**config.mk**
```make
export PLATFORM = sky130hd
export DESIGN_NAME = core_addr_sel
export DESIGN_NICKNAME = d
export VERILOG_FILES = /design/src/rtl/core_sel_pkg.sv /design/src/rtl/csel_window.sv /design/src/rtl/csel_lat_stage.sv /design/src/rtl/csel_rdmux.sv /design/src/rtl/core_addr_sel.sv
export SDC_FILE = /design/constraint.sdc
export NUM_CORES = 1
export LEC_CHECK = 0
export ABC_AREA = 1
export BUFFER_PORTS_ARGS = -buffer_cell sky130_fd_sc_hd__buf_4
export CELL_PAD_IN_SITES_DETAIL_PLACEMENT = 0
export CELL_PAD_IN_SITES_GLOBAL_PLACEMENT = 1
export CORE_MARGIN = 2
export CORE_UTILIZATION = 35
export CTS_BUF_LIST = sky130_fd_sc_hd__clkbuf_16
export DETAILED_ROUTE_END_ITERATION = 8
export PLACE_DENSITY_LB_ADDON = 0.25
export SLEW_MARGIN = 0
export SYNTH_ARGS = -nofsm -noshare
export SYNTH_HDL_FRONTEND = slang
export SYNTH_HIERARCHICAL = 1
export SYNTH_SLANG_ARGS = --single-unit
```
**constraint.sdc**
```tcl
create_clock -name clk -period 2.8 [get_ports clk]
set_input_delay 0 -clock clk [delete_from_list [all_inputs] [get_ports clk]]
set_output_delay 0 -clock clk [all_outputs]
set_load 0.01 [all_outputs]
```
**src/rtl/core_sel_pkg.sv**
```systemverilog
package core_sel_pkg;
  localparam int unsigned DATA_W   = 32;
  localparam int unsigned BLK_BITS = 8;

  // smallest power of two not below n (n >= 1)
  function automatic int unsigned pow2_ceil(input int unsigned n);
    int unsigned p;
    p = 1;
    for (int k = 0; k < 31; k++) begin
      if (p < n) p = p * 2;
    end
    return p;
  endfunction

  // round v up to a multiple of a
  function automatic int unsigned align_up(input int unsigned v, input int unsigned a);
    return ((v + a - 1) / a) * a;
  endfunction
endpackage

```
**src/rtl/csel_window.sv**
```systemverilog
module csel_window #(
  parameter int unsigned ADDR_W   = 24,
  parameter int unsigned BASE_BLK = 0,
  parameter int unsigned NUM_BLK  = 1
) (
  input  logic [ADDR_W-1:0] addr,
  output logic              hit,
  output logic [ADDR_W-1:0] offset
);
  import core_sel_pkg::*;

  localparam int unsigned BLK_W = ADDR_W - BLK_BITS;

  logic [BLK_W-1:0] blk;
  logic [31:0]      blk_ext;

  assign blk     = addr[ADDR_W-1:BLK_BITS];
  assign blk_ext = 32'(blk);
  assign hit     = (blk_ext >= BASE_BLK) && (blk_ext < BASE_BLK + NUM_BLK);
  assign offset  = addr - ADDR_W'(BASE_BLK * 256);
endmodule

```
**src/rtl/csel_lat_stage.sv**
```systemverilog
module csel_lat_stage #(
  parameter int unsigned WIDTH = 32,
  parameter bit          DELAY = 1'b1
) (
  input  logic             clk,
  input  logic             rst_n,
  input  logic [WIDTH-1:0] din,
  output logic [WIDTH-1:0] dout
);
  generate
    if (DELAY) begin : g_reg
      logic [WIDTH-1:0] q;
      always_ff @(posedge clk) begin
        if (!rst_n) q <= '0;
        else        q <= din;
      end
      assign dout = q;
    end else begin : g_thru
      assign dout = din;
    end
  endgenerate

  AST_STAGE_LATENCY: assert property (@(posedge clk) disable iff (!rst_n)
    $past(rst_n) |-> (dout == (DELAY ? $past(din) : din)))
    else $error("stage latency mismatch");
endmodule

```
**src/rtl/csel_rdmux.sv**
```systemverilog
module csel_rdmux #(
  parameter int unsigned NUM_CORES = 4
) (
  input  logic [NUM_CORES-1:0]    sel,
  input  logic                    miss,
  input  logic [32*NUM_CORES-1:0] rdata_in,
  input  logic [NUM_CORES-1:0]    err_in,
  output logic [31:0]             rdata_out,
  output logic                    err_out
);
  always_comb begin
    rdata_out = '0;
    for (int i = 0; i < NUM_CORES; i++) begin
      rdata_out = rdata_out | (rdata_in[32*i +: 32] & {32{sel[i]}});
    end
  end

  assign err_out = miss | (|(sel & err_in));
endmodule

```
**src/rtl/core_addr_sel.sv**
```systemverilog
module core_addr_sel #(
  parameter int unsigned ADDR_W                   = 24,
  parameter int unsigned NUM_CORES                = 4,
  parameter int unsigned CORE_BLOCKS [NUM_CORES]  = '{1, 4, 16, 2},
  parameter bit [NUM_CORES-1:0] CORE_BRAM         = 4'b0010,
  parameter bit [NUM_CORES-1:0] CORE_ERR          = 4'b0101
) (
  input  logic                    clk,
  input  logic                    rst_n,
  input  logic                    bus_cs,
  input  logic                    bus_we,
  input  logic [ADDR_W-1:0]       bus_addr,
  input  logic [31:0]             bus_wdata,
  output logic [31:0]             bus_rdata,
  output logic                    bus_err,
  output logic [NUM_CORES-1:0]    core_cs,
  output logic [NUM_CORES-1:0]    core_we,
  output logic [ADDR_W-1:0]       core_addr,
  output logic [31:0]             core_wdata,
  input  logic [32*NUM_CORES-1:0] core_rdata,
  input  logic [NUM_CORES-1:0]    core_err
);
  import core_sel_pkg::*;

  localparam bit ANY_BRAM = |CORE_BRAM;

  // base block of window idx: list order, aligned to pow2 of its size
  function automatic int unsigned base_of(input int unsigned idx);
    int unsigned nxt, b, res;
    nxt = 0;
    res = 0;
    for (int unsigned k = 0; k < NUM_CORES; k++) begin
      b = align_up(nxt, pow2_ceil(CORE_BLOCKS[k]));
      if (k == idx) res = b;
      nxt = b + CORE_BLOCKS[k];
    end
    return res;
  endfunction

  logic [NUM_CORES-1:0]    win_hit;
  logic [ADDR_W-1:0]       win_off [NUM_CORES];
  logic [NUM_CORES-1:0]    sel_now;
  logic                    miss_rd_now;
  logic [NUM_CORES-1:0]    sel_resp;
  logic                    miss_resp;
  logic [32*NUM_CORES-1:0] rdata_al;
  logic [NUM_CORES-1:0]    err_al;

  genvar gi;
  generate
    for (gi = 0; gi < NUM_CORES; gi++) begin : g_core
      localparam int unsigned BASE = base_of(gi);
      logic err_opt;

      csel_window #(.ADDR_W(ADDR_W), .BASE_BLK(BASE), .NUM_BLK(CORE_BLOCKS[gi])) u_win (
        .addr(bus_addr), .hit(win_hit[gi]), .offset(win_off[gi]));

      // cores without the error option contribute nothing
      assign err_opt = core_err[gi] & CORE_ERR[gi];

      csel_lat_stage #(.WIDTH(33), .DELAY(ANY_BRAM && !CORE_BRAM[gi])) u_align (
        .clk(clk), .rst_n(rst_n),
        .din({err_opt, core_rdata[32*gi +: 32]}),
        .dout({err_al[gi], rdata_al[32*gi +: 32]}));

      if (!CORE_ERR[gi]) begin : g_noerr
        AST_NO_ERR_OPT: assert property (@(posedge clk) disable iff (!rst_n)
          (sel_resp[gi] && !miss_resp) |-> !bus_err)
          else $error("error from core without error option");
      end
    end
  endgenerate

  assign sel_now     = win_hit & {NUM_CORES{bus_cs}};
  assign miss_rd_now = bus_cs & ~bus_we & ~(|win_hit);

  assign core_cs    = sel_now;
  assign core_we    = sel_now & {NUM_CORES{bus_we}};
  assign core_wdata = bus_wdata;

  always_comb begin
    core_addr = '0;
    for (int i = 0; i < NUM_CORES; i++) begin
      core_addr = core_addr | (win_off[i] & {ADDR_W{win_hit[i]}});
    end
  end

  // registered select and miss when any core reads from block memory
  csel_lat_stage #(.WIDTH(NUM_CORES + 1), .DELAY(ANY_BRAM)) u_sel_stage (
    .clk(clk), .rst_n(rst_n),
    .din({miss_rd_now, sel_now}),
    .dout({miss_resp, sel_resp}));

  csel_rdmux #(.NUM_CORES(NUM_CORES)) u_mux (
    .sel(sel_resp), .miss(miss_resp),
    .rdata_in(rdata_al), .err_in(err_al),
    .rdata_out(bus_rdata), .err_out(bus_err));

  AST_ONE_CORE: assert property (@(posedge clk) disable iff (!rst_n)
    $onehot0(core_cs)) else $error("several cores selected");
  AST_WE_ONLY_SEL: assert property (@(posedge clk) disable iff (!rst_n)
    (core_we & ~core_cs) == '0) else $error("write enable without select");
  AST_MISS_RESP: assert property (@(posedge clk) disable iff (!rst_n)
    miss_resp |-> (bus_rdata == 32'h0 && bus_err)) else $error("miss response wrong");
  AST_IDLE_QUIET: assert property (@(posedge clk) disable iff (!rst_n)
    !bus_cs |-> (core_cs == '0 && core_we == '0)) else $error("select while idle");
endmodule

```
==> impl_metrics.env <==
export IMPL_nNetsFinal=1482
export IMPL_firstDrtPassIters=4
export IMPL_yosys_register_bits=104
export IMPL_grt_max_degree=71
export IMPL_hold_ws_ns=0.00000443
export IMPL_p_seq_share_pct=44.8
export IMPL_hpwl_mm=13.3
export IMPL_synth_compound_area_share_pct=0.568
export IMPL_p_leak_nw=5.20
export IMPL_hold_path_class="primary input to output pin"
export IMPL_synth_mux_area_share_pct=0
export IMPL_grt_usage_pct=17.9
export IMPL_io_pins=289
export IMPL_place_congestion=0.807
export IMPL_grt_first_pass_wirelength_mm=30.9
export IMPL_first_global_vias=6010
export IMPL_path_class="primary input to output pin"
export IMPL_drtIter0Drc=259
export IMPL_clock_sinks=104
export IMPL_crit_arrival_ns=1.90
export IMPL_peakVddDrop_mv=0.318
export IMPL_antenna_found_initial=0
export IMPL_drtAntennaViolNets=0
export IMPL_ctsResizeCount=0
export IMPL_worst_setup_path_end_kind="output pin"
export IMPL_synth_top_family_by_area="simple AND/OR/NAND/NOR gates"
export IMPL_switching_share_pct=22.5
export IMPL_cts_path_max_buffers=2
export IMPL_via_per_inst=4.12
export IMPL_critical_path_slowest_cell="nor2_2"
export IMPL_outcome="complete, no violations"
export IMPL_gr_total_overflow=0
export IMPL_cp_top_family="simple AND/OR/NAND/NOR gates"
export IMPL_syn_inst=1106
export IMPL_ys_seq_area_share_pct=29.5
export IMPL_syn_area_mm2=0.00705
export IMPL_cts_htree_levels=3
export IMPL_fin_area_mm2=0.00906
export IMPL_synth_cell_types=27
export IMPL_tns_ns=0
export IMPL_synth_fa_ha_area_share_pct=0.887
export IMPL_worst_slack_ns=0.896
export IMPL_layout_drive_gt1_share_pct=22.8
export IMPL_fmax_mhz=525
export IMPL_die_w_um=146
export IMPL_die_h_um=146
export IMPL_placed_cell_area_mm2=0.00773
export IMPL_crit_chain="buf_4 -> inv_1 -> ha_1 -> nand2_2 -> a21oi_1 -> nor2_2 -> buf_4 -> nand2_1 -> nand2_1 -> inv_1 -> nand2_1 -> buf_4"
export IMPL_synth_xor_area_share_pct=1.74
export IMPL_crit_buf_inv=5
export IMPL_drc=0
export IMPL_cp_start_kind="primary input"
export IMPL_die_area_mm2=0.0213
export IMPL_intPower_w=0.00272
export IMPL_avgRoutedWirePerCell_um=12.4
export IMPL_totalWireLength_mm=19.2
export IMPL_post_place_ws_ns=0.833
export IMPL_hold_viol=0
export IMPL_cts_tree="yes"
export IMPL_synth_top_area_share_pct=29.5
export IMPL_diodes=0
export IMPL_yosys_warnings=6
export IMPL_finalPower_w=0.00351
export IMPL_rsz0062_at_grt="false"
export IMPL_p_per_area_mw_per_mm2=387
export IMPL_netSwitchingPower_w=0.000789
export IMPL_floorplan_rows=51
export IMPL_synth_area_leaders="dfxtp_1 30%, nand2_1 25%, buf_4 13%"
export IMPL_yosys_area_top_type="dfxtp_1"
export IMPL_maxCapViolCount=0
export IMPL_min_period_ns=1.90
export IMPL_cts_made_buffers=9
export IMPL_drv_slew=0
export IMPL_syn_to_final_growth_pct=28.4
export IMPL_cp_required_ns=2.80
export IMPL_min_period_over_period_pct=68.0
export IMPL_portBuffers=222
export IMPL_postCtsSetupBuffers=0
export IMPL_setup_viol=0
export IMPL_start_util_pct=36.0
export IMPL_syn_avg_cell_area_um2=6.38
export IMPL_power_frac_comb_pct=14.7
export IMPL_clkPwrFrac_pct=40.5
export IMPL_yosys_area_share_simple_pct=36.3
export IMPL_vias=6397
export IMPL_tightest_slew_ns=0.802
export IMPL_root_buffer="clkbuf_16"
export IMPL_critical_path_max_stage_delay_ns=0.58
export IMPL_timing_slew_headroom_pct=46.4
export IMPL_core_area_mm2=0.0196
export IMPL_crit_fanout=15
==> layout by cell type, fill, tap and decap left out <==
cell	netlist	final
dfxtp_1	104	104
a21oi_1	2	2
clkinv_1	0	1
or2_4	1	1
nand2_2	23	23
and2_2	1	1
bufinv_16	0	3
xnor2_1	6	6
buf_4	125	230
dlygate4sd3_1	0	99
nor2_1	44	41
conb_1	1	2
nand3b_1	4	4
clkbuf_16	0	9
nor3_1	2	2
inv_8	0	1
nand3_1	13	13
nand4_1	32	32
and2_1	3	3
buf_12	3	2
inv_2	1	1
inv_1	200	201
nand3_2	1	1
o21ai_0	5	5
xor2_1	8	8
nor2_4	6	6
nand2_1	466	466
o21ai_1	1	1
ha_1	5	5
nor2_2	13	16
==> cells by family (layout without fill, tap and decap cells) <==
kind of cell | count (synthesis) | in the layout
AOI/OAI and AO/OA | 8 | 8
xor gates and xnor gates | 14 | 14
and+or+nand+nor | 609 | 609
DFF | 104 | 104
other | 1 | 2
buffers and inverters | 365 | 547
adders and majority gates | 5 | 5
==> power groups by stage <==
stage	Sequential, W	Combinational, W	Clock (W)
2_1_floorplan	0.00160	0.000316	0
3_3_place_gp	0.00161	0.000395	0
3_5_place_dp	0.00161	0.000398	0
4_1_cts	0.00157	0.000517	0.00145
5_1_grt	0.00158	0.000573	0.00152
6_report	0.00157	0.000515	0.00142
==> flip-flops by register name, summed over array words and instances, names as in the netlist <==
signal               cells
g_core.u_align/dout     99
u_sel_stage/dout         5
==> final timing paths <==
check / startpoint / endpoint / cells after the start
setup / recovery: bus_addr[12] / core_addr[11] / 12
hold / removal: bus_wdata[1] / core_wdata[1] / 0
==> metal layers <==
layer	global-route usage [%]	share of wire, %	vias up
met5	0	0	-
met3	3.61	4.9	26
li1	-	-	3413
met2	30.8	49	170
met4	5.78	2.0	0
met1	22.3	45	2788
==> Yosys cell counts, drive strengths merged <==
| cell type | number |
|---|---|
| inv | 201 |
| dfxtp | 104 |
| nor2 | 63 |
| nand2 | 489 |
| xnor2 | 6 |
| a21oi | 2 |
| or2 | 1 |
| nand3b | 4 |
| xor2 | 8 |
| and2 | 4 |
| nor3 | 2 |
| o21ai | 6 |
| ha | 5 |
| buf | 164 |
| nand3 | 14 |
| nand4 | 32 |
| conb | 1 |
==> metrics by stage <==
| stage | util, % | cells |
|---|---|---|
| 2_1_floorplan | - | 1107 |
| 3_3_place_gp | 39.5 | 1440 |
| 3_5_place_dp | 39.5 | 1440 |
| 4_1_cts | 46.2 | 1554 |
| 5_1_grt | 46.2 | 1554 |
| 6_report | 46.2 | 1554 |
==> area by class of cell <==
class	count	area, um^2
Sequential cell	104	2080
Clock inverter	6	109
Clock buffer	9	225
Multi-Input combinational cell	638	2800
Inverter	201	754
Timing Repair Buffer	331	2760
Tap cell	265	332
Fill cell	2077	10500
==> repair_timing <==
item                                    CTS  global route
endpoints found under the hold margin    99             0
hold buffers                             99             0
endpoints found under the setup margin    0             0
Note: power is estimated with default switching activity, not from simulation.
